$ cat src/rtl/sref_pkg.sv
package sref_pkg;
   localparam int unsigned TOL_EXP_W = 4;

   typedef enum logic [1:0] {
      OS_IDLE = 2'd0,
      OS_WAIT = 2'd1,
      OS_MEAS = 2'd2
   } os_state_e;
endpackage

$ cat src/rtl/sref_period_meas.sv
// Period and high-time counters for one sync input, both bounded by rising edges.
module sref_period_meas #(
   parameter int unsigned W = 24
) (
   input  logic         clk,
   input  logic         rst_n,
   input  logic         sig_i,
   output logic         rise_o,
   output logic         armed_o,
   output logic [W-1:0] run_len_o,
   output logic [W-1:0] run_hi_o
);
   localparam logic [W-1:0] CNT_MAX = '1;
   localparam logic [W-1:0] CNT_ONE = W'(1);

   generate
      if (W < 2) begin : g_bad_width
         $error("sref_period_meas: W must be at least 2");
      end
   endgenerate

   logic         sig_q;
   logic [W-1:0] len_c;
   logic [W-1:0] hi_c;

   assign rise_o    = sig_i & ~sig_q;
   assign run_len_o = len_c;
   assign run_hi_o  = hi_c;

   // sig_q resets high so that a level already high at reset is not taken as an edge
   always_ff @(posedge clk or negedge rst_n) begin
      if (!rst_n) begin
         sig_q   <= 1'b1;
         len_c   <= '0;
         hi_c    <= '0;
         armed_o <= 1'b0;
      end else begin
         sig_q <= sig_i;
         if (rise_o) begin
            len_c   <= CNT_ONE;
            hi_c    <= CNT_ONE;
            armed_o <= 1'b1;
         end else begin
            if (len_c != CNT_MAX) len_c <= len_c + CNT_ONE;
            if (sig_i && (hi_c != CNT_MAX)) hi_c <= hi_c + CNT_ONE;
         end
      end
   end
endmodule

$ cat src/rtl/sref_tol_cmp.sv
// Window compare: |meas - (ref + OFFSET)| > 2^exp raises mismatch.
module sref_tol_cmp #(
   parameter int unsigned W      = 24,
   parameter int unsigned OFFSET = 0,
   parameter int unsigned EXP_W  = 4
) (
   input  logic [W-1:0]     meas_i,
   input  logic [W-1:0]     ref_i,
   input  logic [EXP_W-1:0] exp_i,
   output logic             mismatch_o
);
   localparam int unsigned DW      = W + 2;
   localparam int unsigned MAX_EXP = (1 << EXP_W) - 1;

   generate
      if (OFFSET > 3) begin : g_bad_offset
         $error("sref_tol_cmp: OFFSET above 3 does not fit the guard bits");
      end
   endgenerate

   logic [DW-1:0] eff;
   logic [DW-1:0] meas_ext;
   logic [DW-1:0] diff;
   logic [DW-1:0] thr;

   assign eff      = {2'b00, ref_i} + DW'(OFFSET);
   assign meas_ext = {2'b00, meas_i};
   assign diff     = (meas_ext >= eff) ? (meas_ext - eff) : (eff - meas_ext);

   generate
      if (DW > MAX_EXP) begin : g_thr_direct
         assign thr = DW'(1) << exp_i;
      end else begin : g_thr_sat
         assign thr = (32'(exp_i) >= DW) ? '1 : (DW'(1) << exp_i);
      end
   endgenerate

   assign mismatch_o = diff > thr;
endmodule

$ cat src/rtl/sync_ref_cmp.sv
module sync_ref_cmp #(
   parameter int unsigned W_CLK = 24,
   parameter int unsigned W_LN  = 12
) (
   input  logic                          clk,
   input  logic                          rst_n,
   input  logic                          hsync_i,
   input  logic                          vsync_i,
   input  logic                          free_run_i,
   input  logic                          start_i,
   input  logic [W_CLK-1:0]              ref_line_clks_i,
   input  logic [W_CLK-1:0]              ref_frame_clks_i,
   input  logic [W_LN-1:0]               ref_frame_lines_i,
   input  logic [W_CLK-1:0]              ref_vs_width_i,
   input  logic                          ref_hs_pol_i,
   input  logic                          ref_vs_pol_i,
   input  logic [sref_pkg::TOL_EXP_W-1:0] tol_h_exp_i,
   input  logic [sref_pkg::TOL_EXP_W-1:0] tol_v_exp_i,
   input  logic [sref_pkg::TOL_EXP_W-1:0] tol_l_exp_i,
   output logic                          mis_line_o,
   output logic                          mis_frame_o,
   output logic                          mis_lines_o,
   output logic                          mis_vs_width_o,
   output logic                          mis_hs_pol_o,
   output logic                          mis_vs_pol_o,
   output logic                          activity_o
);
   import sref_pkg::*;

   localparam logic [W_LN-1:0] LN_MAX = '1;
   localparam logic [W_LN-1:0] LN_ONE = W_LN'(1);

   generate
      if (W_LN > W_CLK) begin : g_bad_ln
         $error("sync_ref_cmp: W_LN must not exceed W_CLK");
      end
      if (W_CLK < 4) begin : g_bad_clk
         $error("sync_ref_cmp: W_CLK must be at least 4");
      end
   endgenerate

   // ---------------- edge and period measurement ----------------
   logic             hs_rise, hs_armed, vs_rise, vs_armed;
   logic [W_CLK-1:0] h_run_len, h_run_hi, v_run_len, v_run_hi;

   sref_period_meas #(.W(W_CLK)) u_hmeas (
      .clk      (clk),
      .rst_n    (rst_n),
      .sig_i    (hsync_i),
      .rise_o   (hs_rise),
      .armed_o  (hs_armed),
      .run_len_o(h_run_len),
      .run_hi_o (h_run_hi)
   );

   sref_period_meas #(.W(W_CLK)) u_vmeas (
      .clk      (clk),
      .rst_n    (rst_n),
      .sig_i    (vsync_i),
      .rise_o   (vs_rise),
      .armed_o  (vs_armed),
      .run_len_o(v_run_len),
      .run_hi_o (v_run_hi)
   );

   // last completed line
   logic [W_CLK-1:0] h_len_q, h_hi_q;
   always_ff @(posedge clk or negedge rst_n) begin
      if (!rst_n) begin
         h_len_q <= '0;
         h_hi_q  <= '0;
      end else if (hs_rise && hs_armed) begin
         h_len_q <= h_run_len;
         h_hi_q  <= h_run_hi;
      end
   end

   // hsync edges within the running frame
   logic [W_LN-1:0] line_cnt;
   always_ff @(posedge clk or negedge rst_n) begin
      if (!rst_n) begin
         line_cnt <= '0;
      end else if (vs_rise) begin
         line_cnt <= hs_rise ? LN_ONE : '0;
      end else if (hs_rise && (line_cnt != LN_MAX)) begin
         line_cnt <= line_cnt + LN_ONE;
      end
   end

   // ---------------- polarity and width ----------------
   logic             h_act_high, v_act_high;
   logic [W_CLK-1:0] v_width;

   assign h_act_high = {h_hi_q, 1'b0} < {1'b0, h_len_q};
   assign v_act_high = {v_run_hi, 1'b0} < {1'b0, v_run_len};
   assign v_width    = v_act_high ? v_run_hi : (v_run_len - v_run_hi);

   // ---------------- window comparators ----------------
   logic c_line, c_frame, c_lines, c_vwid;

   sref_tol_cmp #(.W(W_CLK), .OFFSET(1), .EXP_W(TOL_EXP_W)) u_cmp_line (
      .meas_i    (h_len_q),
      .ref_i     (ref_line_clks_i),
      .exp_i     (tol_h_exp_i),
      .mismatch_o(c_line)
   );

   sref_tol_cmp #(.W(W_CLK), .OFFSET(2), .EXP_W(TOL_EXP_W)) u_cmp_frame (
      .meas_i    (v_run_len),
      .ref_i     (ref_frame_clks_i),
      .exp_i     (tol_v_exp_i),
      .mismatch_o(c_frame)
   );

   sref_tol_cmp #(.W(W_LN), .OFFSET(0), .EXP_W(TOL_EXP_W)) u_cmp_lines (
      .meas_i    (line_cnt),
      .ref_i     (ref_frame_lines_i),
      .exp_i     (tol_l_exp_i),
      .mismatch_o(c_lines)
   );

   sref_tol_cmp #(.W(W_CLK), .OFFSET(1), .EXP_W(TOL_EXP_W)) u_cmp_vwid (
      .meas_i    (v_width),
      .ref_i     (ref_vs_width_i),
      .exp_i     (tol_v_exp_i),
      .mismatch_o(c_vwid)
   );

   // ---------------- mode control ----------------
   os_state_e os_state;
   logic      start_q;
   logic      start_rise;
   logic      update;

   assign start_rise = start_i & ~start_q;

   always_ff @(posedge clk or negedge rst_n) begin
      if (!rst_n) begin
         os_state <= OS_IDLE;
         start_q  <= 1'b0;
      end else begin
         start_q <= start_i;
         if (free_run_i) begin
            os_state <= OS_IDLE;
         end else if (start_rise) begin
            os_state <= OS_WAIT;
         end else if (vs_rise) begin
            case (os_state)
               OS_WAIT: os_state <= OS_MEAS;
               OS_MEAS: os_state <= OS_IDLE;
               default: os_state <= OS_IDLE;
            endcase
         end
      end
   end

   assign update = vs_rise & vs_armed & (free_run_i | (os_state == OS_MEAS));

   // ---------------- status ----------------
   always_ff @(posedge clk or negedge rst_n) begin
      if (!rst_n) begin
         mis_line_o     <= 1'b0;
         mis_frame_o    <= 1'b0;
         mis_lines_o    <= 1'b0;
         mis_vs_width_o <= 1'b0;
         mis_hs_pol_o   <= 1'b0;
         mis_vs_pol_o   <= 1'b0;
         activity_o     <= 1'b0;
      end else if (update) begin
         mis_line_o     <= c_line;
         mis_frame_o    <= c_frame;
         mis_lines_o    <= c_lines;
         mis_vs_width_o <= c_vwid;
         mis_hs_pol_o   <= h_act_high ^ ref_hs_pol_i;
         mis_vs_pol_o   <= v_act_high ^ ref_vs_pol_i;
         if (free_run_i) activity_o <= ~activity_o;
      end
   end
endmodule

$ cat config.mk
export PLATFORM = sky130hd
export DESIGN_NAME = sync_ref_cmp
export DESIGN_NICKNAME = d
export VERILOG_FILES = /design/src/rtl/sref_pkg.sv /design/src/rtl/sref_period_meas.sv /design/src/rtl/sref_tol_cmp.sv /design/src/rtl/sync_ref_cmp.sv
export SDC_FILE = /design/constraint.sdc
export NUM_CORES = 1
export LEC_CHECK = 0
export ABC_AREA = 1
export BUFFER_PORTS_ARGS = -buffer_cell sky130_fd_sc_hd__buf_2
export CAP_MARGIN = 20
export CORE_ASPECT_RATIO = 1.4
export CORE_MARGIN = 3
export CORE_UTILIZATION = 25
export CTS_BUF_LIST = sky130_fd_sc_hd__clkbuf_4
export CTS_CLUSTER_DIAMETER = 40
export DETAILED_ROUTE_END_ITERATION = 8
export SYNTH_ARGS = -nofsm -noshare
export SYNTH_HDL_FRONTEND = slang
export SYNTH_HIERARCHICAL = 1
export SYNTH_SLANG_ARGS = --single-unit
$ cat constraint.sdc
create_clock -name clk -period 5.4 [get_ports clk]
set_clock_uncertainty 0.2 [all_clocks]
set_input_delay 0.27 -clock clk [delete_from_list [all_inputs] [get_ports clk]]
set_output_delay 0.27 -clock clk [all_outputs]
set_load 0.005 [all_outputs]
Word level (Yosys, flattened, before mapping)
Cells that the tools add are included.
{"block": "classes", "n_addsub": 17, "order_cmp": 11, "n_eq_ne": 7, "shifts": 3, "n_mux": 21, "n_bitwise": 12, "n_reduce_logical": 11}
{"op": "$mux 24", "count": 9}
{"op": "$add 24x1->24 const B", "count": 4}
{"op": "$ne 24x24->1 const B", "count": 4}
{"op": "$ge 24x26->1", "count": 3}
{"op": "$gt 26x26->1", "count": 3}
{"op": "$mux 26", "count": 3}
{"op": "$sub 24x26->26", "count": 3}
{"op": "$sub 26x24->26", "count": 3}
{"op": "$shl 1x4->26 const A", "count": 2}
{"op": "$add 24x1->25 const B", "count": 2}
{"op": "$lt 25x24->1", "count": 2}
{"op": "$mux 14", "count": 2}
{"op": "$sub 12x12->13", "count": 2}
{"op": "$add 24x2->25 const B", "count": 1}
{"op": "$mux 12", "count": 2}
{"op": "$sub 24x24->24", "count": 1}
{"op": "$gt 14x14->1", "count": 1}
{"op": "$shl 1x4->14 const A", "count": 1}
{"op": "$add 12x1->12 const B", "count": 1}
{"op": "$ge 12x12->1", "count": 1}
{"op": "$ne 12x12->1 const B", "count": 1}
{"op": "$reduce_bool 2->1", "count": 5}
{"op": "$mux 2", "count": 4}
{"op": "$and 1x1->1", "count": 5}
{"op": "10 further kinds", "count": 17}
{"block": "totals", "regBits": 170, "out_inout_bits": 7}

Logic depth before layout (Yosys ltp)
Gate-level depths: netlist of run 1.
{"block": "logic_depth", "ltp_word": 5, "mapped_depth": 46, "ltp_nobuf": 44}

Modules after synthesis
Netlist of run 1, hierarchy kept.
{"mod": "sref_period_meas", "n_inst": 2, "cells_each": 452, "area_per_inst_um2": 3128.0, "seq_area_each_um2": 1252.5}
{"mod": "sync_ref_cmp", "n_inst": 1, "cells_each": 873, "area_per_inst_um2": 6050.8, "seq_area_each_um2": 1751.7}
{"mod": "sref_tol_cmp (u_cmp_vwid)", "n_inst": 1, "cells_each": 932, "area_per_inst_um2": 4818.4, "seq_area_each_um2": 0.0}
{"mod": "sref_tol_cmp (u_cmp_line)", "n_inst": 1, "cells_each": 850, "area_per_inst_um2": 4608.2, "seq_area_each_um2": 0.0}
{"mod": "sref_tol_cmp (u_cmp_frame)", "n_inst": 1, "cells_each": 847, "area_per_inst_um2": 4536.9, "seq_area_each_um2": 0.0}
{"mod": "sref_tol_cmp (u_cmp_lines)", "n_inst": 1, "cells_each": 390, "area_per_inst_um2": 2130.8, "seq_area_each_um2": 0.0}

Worst setup path before layout of run 1
No wires, ideal clock.
{"block": "synth_path", "path_type": "register to register", "start": "register u_vmeas.len_c[8], in the netlist u_vmeas/run_len_o[8]", "end": "register mis_vs_width_o", "setup_time_ns": 0.066, "t_arrival_ns": 4.707, "slack_ns": 0.427, "path_stages_with_launch": 41, "cell_sequence": "dfrtp_1 inv_1 ha_1 a21o_1 nor2_1 nand3_1 nand2_1 nand3_4 buf_2 o21ai_0 inv_1 fa_1 inv_1 nand2_2 nand2_2 nand2_1 nand2_1 nand2_1 [... 5 more ...] nand2_1 xnor2_1 inv_1 ha_1 nand2_1 nor2_1 nand4_1 inv_1 o21ai_0 nand3_1 nand2_1 nand3_1 nand3_1 nand2_1 nand2_1 nand4_1 nand2_1 nand2_1"}
{"block": "synth_between", "elab_chain_cells": 5, "word_cells_on_any_way": 8, "classes_between": "add/sub: 3; order compare: 3; mux: 2"}
{"element": "from (decl)", "line_no": "sref_period_meas.sv:23", "text": "logic [W-1:0] len_c;"}
{"element": "from (signal assigned)", "line_no": "sref_period_meas.sv:44", "text": "if (len_c != CNT_MAX) len_c <= len_c + CNT_ONE;"}
{"element": "$lt 25x24->1 *", "line_no": "sync_ref_cmp.sv:95", "text": "assign v_act_high = {v_run_hi, 1'b0} < {1'b0, v_run_len};"}
{"element": "$mux 24 *", "line_no": "sync_ref_cmp.sv:96", "text": "assign v_width = v_act_high ? v_run_hi : (v_run_len - v_run_hi);"}
{"element": "via v_width[1]", "line_no": "sync_ref_cmp.sv:92", "text": "logic [W_CLK-1:0] v_width;"}
{"element": "$sub 26x24->26, or another cell as far along", "line_no": "sref_tol_cmp.sv:28", "text": "assign diff = (meas_ext >= eff) ? (meas_ext - eff) : (eff - meas_ext);"}
{"element": "$mux 26 *", "line_no": "sref_tol_cmp.sv:28"}
{"element": "$gt 26x26->1 *", "line_no": "sref_tol_cmp.sv:38", "text": "assign mismatch_o = diff > thr;"}
{"element": "via c_vwid", "line_no": "sync_ref_cmp.sv:99", "text": "logic c_line, c_frame, c_lines, c_vwid;"}
{"element": "to (signal assigned)", "line_no": "sync_ref_cmp.sv:173", "text": "mis_vs_width_o <= c_vwid;"}
{"element": "to (decl)", "line_no": "sync_ref_cmp.sv:23", "text": "output logic mis_vs_width_o,"}
The timed path passes the listed nets; every way through them passes the cells marked *.
A chain may end at the register's enable or synchronous reset.

Worst setup path in the final report of run 1
{"block": "layout_path", "start": "register u_vmeas.hi_c[16], in the netlist u_vmeas/run_hi_o[16]", "end": "register mis_vs_width_o"}
{"block": "layout_between", "elab_chain_cells": 5, "word_cells_on_any_way": 8, "classes_between": "add/sub: 3; order compare: 3; mux: 2"}
{"element": "from (decl)", "line_no": "sref_period_meas.sv:24", "text": "logic [W-1:0] hi_c;"}
{"element": "from (signal assigned)", "line_no": "sref_period_meas.sv:45", "text": "if (sig_i && (hi_c != CNT_MAX)) hi_c <= hi_c + CNT_ONE;"}
{"element": "$sub 24x24->24 or $lt 25x24->1 (tied branches)", "line_no": "sync_ref_cmp.sv:96, sync_ref_cmp.sv:95"}
{"element": "$mux 24 *", "line_no": "sync_ref_cmp.sv:96"}
{"element": "via v_width[19]", "line_no": "sync_ref_cmp.sv:92"}
{"element": "$sub 26x24->26, or another cell as far along", "line_no": "sref_tol_cmp.sv:28"}
{"element": "$mux 26 *", "line_no": "sref_tol_cmp.sv:28"}
{"element": "$gt 26x26->1 *", "line_no": "sref_tol_cmp.sv:38"}
{"element": "via c_vwid", "line_no": "sync_ref_cmp.sv:99"}
Marks and branches as above.

==> out/results.ini, run 1 <==
[logic_synthesis]
syn_area_mm2 = 0.02840
syn-instance-count = 4796
synth_area_leader_cell = nand2_1
async_flop_share = 1.000
synthTopCellsByArea = nand2_1 (21%), dfrtp_1 (15%), ha_1 (14%)
avgSynthCellArea_um2 = 5.922
syn_nets = 5216
ys_ff_latch = 170
synthDistinctLibCells = 65
synth_warnings = 6
ys_seq_area_frac = 0.1499
yosysTopAreaCellShare = 0.2127
synthFlopType = dfrtp_1
synth_edf_count = 0

[global_route]
antenna_found_initial = 17
grt_busiest_layer = met2
grt_pass1_vias = 30220
met2_usage = 0.3233
grt_pass1_wl_um = 157400
grt_util_met3 = 0.01453
grtUsageMet1 = 0.1771
grt_usage = 0.1672
grt_max_degree = 162
overflow = 0

[worst_setup_path]
slowest_stage = dfrtp_1
path_depth = 40
start_kind = flip-flop
path_max_fanout = 8
ff2ff_path_depth = 40
cpMostUsedCell = nand2_1
worst_r2r_endpoint = mis_vs_width_o$_DFFE_PN0P_
crit_family = simple AND/OR/NAND/NOR gates
critPathCapture = mis_vs_width_o$_DFFE_PN0P_
startpoint = u_vmeas/run_hi_o[16]$_DFFE_PN0P_
cp_num_buf_inv = 9
crit_type = flip-flop to flip-flop
crit_arrival_ps = 5660
max_stage_delay_ps = 460
r2r_setup_slack_ps = 220
endpoint_kind = flip-flop
rr_startpoint = u_vmeas/run_hi_o[16]$_DFFE_PN0P_
cp.required_ps = 5880

[timing]
max_clock_freq_mhz = 193.0
timing.final.crit_period_ps = 5182
fin_crit_sh = 0.9596
hold_viol = 0
maxSlewHeadroom = 0.3072
setup_violations = 0
rsz0062_at_grt = yes
worst_slew_pin_slew_ps = 1039
slew_violations = 0
finalSetupTns_ps = 0

[die]
core_mm2 = 0.1121
ios = 111
die_w_um = 290.9
row_count = 145
die_h_um = 404.8
die_area_mm2 = 0.1177
start_util = 0.2533

[clocking]
cts-root-buf = clkbuf_4
clkSlewWorstSetupHoldPaths_ps = 180
clock_path_buffers = 2
tritoncts = yes
h-tree-depth = 4
clock-sinks = 170
cts_buffers = 17
clk_latency_ps = 730

[final_layout]
drive_gt1_frac = 0.1764
area_delta_synth_final_pct = 20.60
finalNetCount = 5625
fin_area_mm2 = 0.03425
nFillCells = 12490

[route]
firstDrtPassIters = 6
vias = 30930
vias_per_cell = 4.620
ant_nets = 0
wl_per_cell_um = 15.18
drtIter0Drc = 1697
drc = 0
routed_wl_um = 101700

[power]
ir_drop_v = 0.0002913
p_per_area_mw_per_mm2 = 391.2
leakage_nw = 18.63

[min_path]
hold_path_class = input port to asynchronous set/reset pin

[run]
maxCapViolations = 0

[run_status]
status = finished, final reports clean

[placement]
place_area_mm2 = 0.03273
dp_hpwl_um = 86220
place.gp.congestion = 0.9219
port_buffers = 110

kinds of logic after synthesis:
| kind of cell | Yosys count | share of synthesized area |
|---|---|---|
| multiplexers | 34 | 0.01304 |
| flip-flops | 170 | 0.1499 |
| AND/OR/NAND/NOR | 2672 | 0.4169 |
| XOR/XNOR | 137 | 0.04278 |
| buffers and inverters | 1001 | 0.1408 |
| AO/OA/AOI/OAI | 466 | 0.09503 |
| adder cells (fa/ha/maj) | 316 | 0.1416 |
worst min path at each step:
stage	start	to	slack [ps]	depth (start not counted)
2_1_floorplan	rst_n	activity_o$_DFFE_PN0P_	-230	0
3_3_place_gp	rst_n	mis_frame_o$_DFFE_PN0P_	-80	1
3_5_place_dp	rst_n	mis_frame_o$_DFFE_PN0P_	-80	1
4_1_cts	hsync_i	u_hmeas/sig_q$_DFF_PN1_	20	2
5_1_grt	rst_n	u_vmeas/run_hi_o[10]$_DFFE_PN0P_	80	3
6_report	rst_n	u_vmeas/run_len_o[16]$_DFFE_PN0P_	40	3
power by group:
group / internal (mW) / total (mW) / switching, mW
logic: 4.54 / 11.0 / 6.49
clock network: 0.368 / 0.885 / 0.516
registers: 1.37 / 1.49 / 0.119
worst min-delay path, stage by stage:
cell           delay [ps]
dlygate4sd3_1         540
clkbuf_8              160
buf_12                530
state kept, by name (all words and copies together), names as in the netlist, 2 cells and up:
name	cells
h_hi_q	24
h_len_q	24
u_hmeas/run_hi_o	24
u_hmeas/run_len_o	24
u_vmeas/run_hi_o	24
u_vmeas/run_len_o	24
line_cnt	12
os_state	2
metrics by stage:
stage / cells / util / hold WS (ps) / total power, mW / worst slack, ps
floorplan: 4796 / - / -225.6 / 7.884 / 426.7
global placement: 6623 / 0.2919 / -78.78 / 11.08 / -101.3
detailed placement: 6623 / 0.2919 / -80.23 / 11.15 / -132.4
CTS: 6670 / 0.2964 / 24.88 / 12.23 / 12.05
global route: 6691 / 0.3054 / 84.78 / 14.73 / -62.11
finish: 6695 / 0.3055 / 41.57 / 13.40 / 218.0
placed cells by master (no fill, tap or decap), types with 13 or more instances in the layout:
| cell type | n |
|---|---|
| nand2_1 | 1569 |
| inv_1 | 871 |
| nor2_1 | 356 |
| buf_4 | 328 |
| ha_1 | 274 |
| nand3_1 | 270 |
| a21oi_1 | 193 |
| dfrtp_1 | 161 |
| nand4_1 | 150 |
| buf_2 | 109 |
| xor2_1 | 99 |
| nand2_2 | 92 |
| o21ai_0 | 80 |
| nor3_1 | 51 |
| inv_2 | 49 |
| nor2_2 | 41 |
| o21ai_2 | 40 |
| o21bai_1 | 39 |
| xnor2_1 | 34 |
| nor2_4 | 33 |
| ha_4 | 31 |
| a31oi_1 | 27 |
| nand3_2 | 25 |
| o21ai_1 | 24 |
| mux2_2 | 24 |
| or2_2 | 20 |
| clkbuf_4 | 18 |
| a21oi_2 | 17 |
| nand3b_1 | 17 |
| nand2_4 | 13 |
cells in the mapped netlist (27+ instances only):
| library cell | count |
|---|---|
| a21oi_1 | 211 |
| a31oi_1 | 27 |
| buf_2 | 28 |
| dfrtp_1 | 168 |
| ha_1 | 307 |
| inv_1 | 892 |
| inv_2 | 30 |
| nand2_1 | 1609 |
| nand2_2 | 57 |
| nand3_1 | 277 |
| nand4_1 | 150 |
| nor2_1 | 367 |
| nor2_2 | 34 |
| nor2_4 | 29 |
| nor3_1 | 52 |
| o21ai_0 | 97 |
| o21ai_2 | 33 |
| o21bai_1 | 40 |
| xnor2_1 | 36 |
| xor2_1 | 99 |
area by class of cell:
type                    instances  area (um2)  share of cell area
diodes                          9       22.52           0.0006575
clock buffers                  18       135.1            0.003945
clock inverters                12       172.7            0.005041
inverters                     928        3493              0.1020
multi-input cells            3627       21010              0.6132
flip-flops and latches        170        4265              0.1245
well taps                    1470        1839             0.05370
repair buffers                461        3319             0.09691
per-layer routing:
| metal | part of all wire | up-vias |
|---|---|---|
| met1 | 0.39 | 14130 |
| met2 | 0.52 | 710 |
| met3 | 0.033 | 245 |
| met5 | 0.00023 | - |
| met4 | 0.058 | 4 |
| li1 | - | 15840 |
timing repair:
action	in CTS	in global routing
setup buffers	5	14
hold endpoints to repair	238	0
gates resized for setup	12	197
hold buffers	11	0
gates cloned	1	2
endpoints found under the setup margin	1	1
pin swaps	3	53
No activity file was read; power rests on OpenSTA's default activity.
==> run 2: changes to the inputs <==
ABC_AREA = default   (was 1)
==> run 2 against run 1 <==
Compared with the run above: the run now ends with setup timing left; cell count decreased by 26%; non-clock buffer count is 282 higher; worst hold slack improved by 110 ps; register-to-register slack lost 1700 ps; design area fell by 10%; die area fell by 16%; worst setup slack got worse by 1700 ps; largest power group unchanged; clock-buffer cell count shrank 1; sequential cell count did not move; via count is 20% lower.
==> out/results.ini, run 2 <==
[power]
totalPowerFinal_mw = 12.79  ; -4.5%
p_per_area_mw_per_mm2 = 414.9  ; +6.1%
p_switching_mw = 5.983  ; -16%
leakage_nw = 14.21  ; -24%
pwr-share-comb = 0.819  ; -0.004
clockPowerShare = 0.064  ; -0.002
switching_share = 0.4678  ; -0.06369
p_int_mw = 6.808  ; +8.4%
pwr-share-seq = 0.117  ; +0.006
ir_drop_v = 0.0003890  ; +34%

[worst_setup_path]
crit_family = compound AO/OA/AOI/OAI gates
slowest_stage = dfrtp_2
cp_num_buf_inv = 6  ; -3
endpoint_kind = flip-flop
path_max_fanout = 7  ; -1
start_kind = flip-flop
crit_arrival_ps = 7230  ; +1570 ps
rr_startpoint = u_vmeas/run_len_o[6]$_DFFE_PN0P_
cpMostUsedCell = buf_4
worst_r2r_endpoint = mis_vs_width_o$_DFFE_PN0P_
r2r_setup_slack_ps = -1440  ; -1660 ps
crit_type = flip-flop to flip-flop
cp.required_ps = 5790  ; -90 ps
ff2ff_path_depth = 31  ; -23%
path_depth = 31  ; -23%
max_stage_delay_ps = 440  ; -20 ps

[run]
maxCapViolations = 0  ; unchanged

[timing]
setup_violations = 1  ; +1
worst_slew_pin_slew_ps = 705.0  ; -334.2 ps
finalWorstSetupSlack_ps = -1442  ; -1660 ps
worst_hold_slack_ps = 152.7  ; +111.1 ps
fin_crit_sh = 1.267  ; +0.3073
slew_violations = 0  ; unchanged
finalSetupTns_ps = -1442  ; -1442 ps
timing.final.crit_period_ps = 6842  ; +1660 ps
maxSlewHeadroom = 0.5260  ; +0.2188
max_clock_freq_mhz = 146.2  ; -24%
rsz0062_at_grt = yes
hold_viol = 0  ; unchanged

[placement]
place.gp.congestion = 0.9380  ; +1.7%
place_area_mm2 = 0.02994  ; -8.5%
dp.cells = 4893  ; -26%
port_buffers = 110  ; unchanged
pre_cts_ws_ps = -1530  ; -1398 ps
dp_hpwl_um = 66420  ; -23%

[route]
routed_wl_um = 79880  ; -21%
drc = 0  ; unchanged
ant_nets = 0  ; unchanged
vias_per_cell = 5.005  ; +8.3%
firstDrtPassIters = 6  ; unchanged
wl_per_cell_um = 16.12  ; +6.2%
vias = 24790  ; -20%
drtIter0Drc = 1288  ; -24%

[min_path]
hp-start = start_i
hold_path_class = input port to flip-flop
whs_endpoint = start_q$_DFF_PN0_
whs_path_depth = 2

[logic_synthesis]
syn-instance-count = 3075  ; -36%
synth_warnings = 6  ; unchanged
synth_common_cells = ha_1 (307), inv_1 (295), a21oi_1 (290)
syn_nets = 3495  ; -33%
synth_edf_count = 0  ; unchanged
avgSynthCellArea_um2 = 7.731  ; +31%
yosys.cell_count.top_type = ha_1
yosysTopAreaCellShare = 0.1768  ; -0.03582
ys_seq_area_frac = 0.1790  ; +0.02917
synthTopCellsByArea = dfrtp_1 (18%), ha_1 (16%), a21oi_1 (6.1%)
syn_area_mm2 = 0.02377  ; -16%
ys_ff_latch = 170  ; unchanged
synthDistinctLibCells = 116  ; +78%
async_flop_share = 1.000  ; unchanged
synth_area_leader_cell = dfrtp_1
synthFlopType = dfrtp_1

[clocking]
clock-sinks = 170  ; unchanged
cts-root-buf = clkbuf_4
tritoncts = yes
cts_buffers = 17  ; unchanged
h-tree-depth = 4  ; unchanged
clk_latency_ps = 670  ; -60 ps
clock_path_buffers = 2  ; unchanged
clkSlewWorstSetupHoldPaths_ps = 190  ; about the same

[die]
row_count = 133  ; -8.3%
core_mm2 = 0.09419  ; -16%
start_util = 0.2524  ; -0.0008977
ios = 111  ; unchanged
die_area_mm2 = 0.09888  ; -16%
die_w_um = 266.6  ; -8.3%
die_h_um = 370.9  ; -8.4%

[final_layout]
nFillCells = 10050  ; -20%
final_cells = 4954  ; -26%
fin_area_mm2 = 0.03083  ; -10%
finalNetCount = 4142  ; -26%
mostFrequentLayoutCell = buf_4
area_delta_synth_final_pct = 29.68
drive_gt1_frac = 0.2608  ; +0.08440
final_cell_mix = buf_4 (614), ha_1 (295), inv_1 (292)
fin_util = 0.3273  ; +0.02182

[global_route]
grt_pass1_vias = 24620  ; -19%
grt_pass1_wl_um = 125700  ; -20%
grt_max_degree = 107  ; -34%
grt_usage = 0.1574  ; -0.009760
antenna_found_initial = 7  ; -10
overflow = 0  ; unchanged

[run_status]
status = finished, violations left
failed_checks = setup timing

run 2: how the worst max path moves through the flow:
stage          slack, ps                              start                    endpoint
5_1_grt            -1700  u_vmeas/run_len_o[12]$_DFFE_PN0P_  mis_vs_width_o$_DFFE_PN0P_
3_5_place_dp       -1530   u_vmeas/run_len_o[8]$_DFFE_PN0P_  mis_vs_width_o$_DFFE_PN0P_
6_report           -1440   u_vmeas/run_len_o[6]$_DFFE_PN0P_  mis_vs_width_o$_DFFE_PN0P_
4_1_cts            -1370   u_vmeas/run_len_o[0]$_DFFE_PN0P_  mis_vs_width_o$_DFFE_PN0P_
2_1_floorplan       -900   u_vmeas/run_len_o[0]$_DFFE_PN0P_  mis_vs_width_o$_DFFE_PN0P_
3_3_place_gp       -1460   u_vmeas/run_len_o[8]$_DFFE_PN0P_  mis_vs_width_o$_DFFE_PN0P_
run 2: power by group through the flow:
stage	Sequential, mW	Combinational (mW)	Clock (mW)
floorplan	1.51	5.76	0
global placement	1.52	9.87	0
finish	1.50	10.5	0.821
global route	1.52	11.5	0.900
CTS	1.50	10.2	0.867
detailed placement	1.52	9.90	0
run 2: area by class of cell:
| class | instances | area, um2 | share of cell area |
|---|---|---|---|
| tap | 1215 | 1520 | 0.04931 |
| multi-input combinational | 2492 | 18200 | 0.5904 |
| inverter | 298 | 1119 | 0.03628 |
| sequential | 170 | 4263 | 0.1383 |
| clock buffer | 17 | 127.6 | 0.004140 |
| clock inverter | 15 | 173.9 | 0.005641 |
| antenna | 4 | 10.01 | 0.0003247 |
| timing repair buffer | 743 | 5415 | 0.1756 |
run 2: logic make-up after synthesis:
family / Yosys count / synth area share
AND/OR/NAND/NOR: 979 / 0.2157
multiplexers: 113 / 0.05100
XOR/XNOR: 200 / 0.07368
adder cells (fa/ha/maj): 316 / 0.1691
buffers and inverters: 413 / 0.07605
AO/OA/AOI/OAI: 884 / 0.2354
flip-flops: 170 / 0.1790
run 2: routing by layer:
| metal | global-route usage | up-vias | share of wire |
|---|---|---|---|
| li1 | - | 12340 | - |
| met1 | 0.1717 | 11690 | 0.40 |
| met2 | 0.2993 | 586 | 0.52 |
| met3 | 0.01499 | 178 | 0.029 |
| met4 | 0.08061 | 6 | 0.053 |
| met5 | 0 | - | 0.00043 |
run 2: worst register-to-register path, delay by kind of cell, from the launching register on:
family	cells	cell delay, ps
buffers and inverters	6	880
multiplexers	1	250
adder cells (fa/ha/maj)	3	910
AND/OR/NAND/NOR	6	1080
flip-flops	1	440
AO/OA/AOI/OAI	14	2860
XOR/XNOR	1	160
run 2: what timing repair did:
| action | 4_1_cts | 5_1_grt |
|---|---|---|
| hold buffers | 9 | 0 |
| pin swaps | 8 | 19 |
| buffers inserted | 6 | 8 |
| endpoints found under the setup margin | 2 | 3 |
| endpoints found under the hold margin | 204 | 0 |
| gates resized for setup | 10 | 58 |
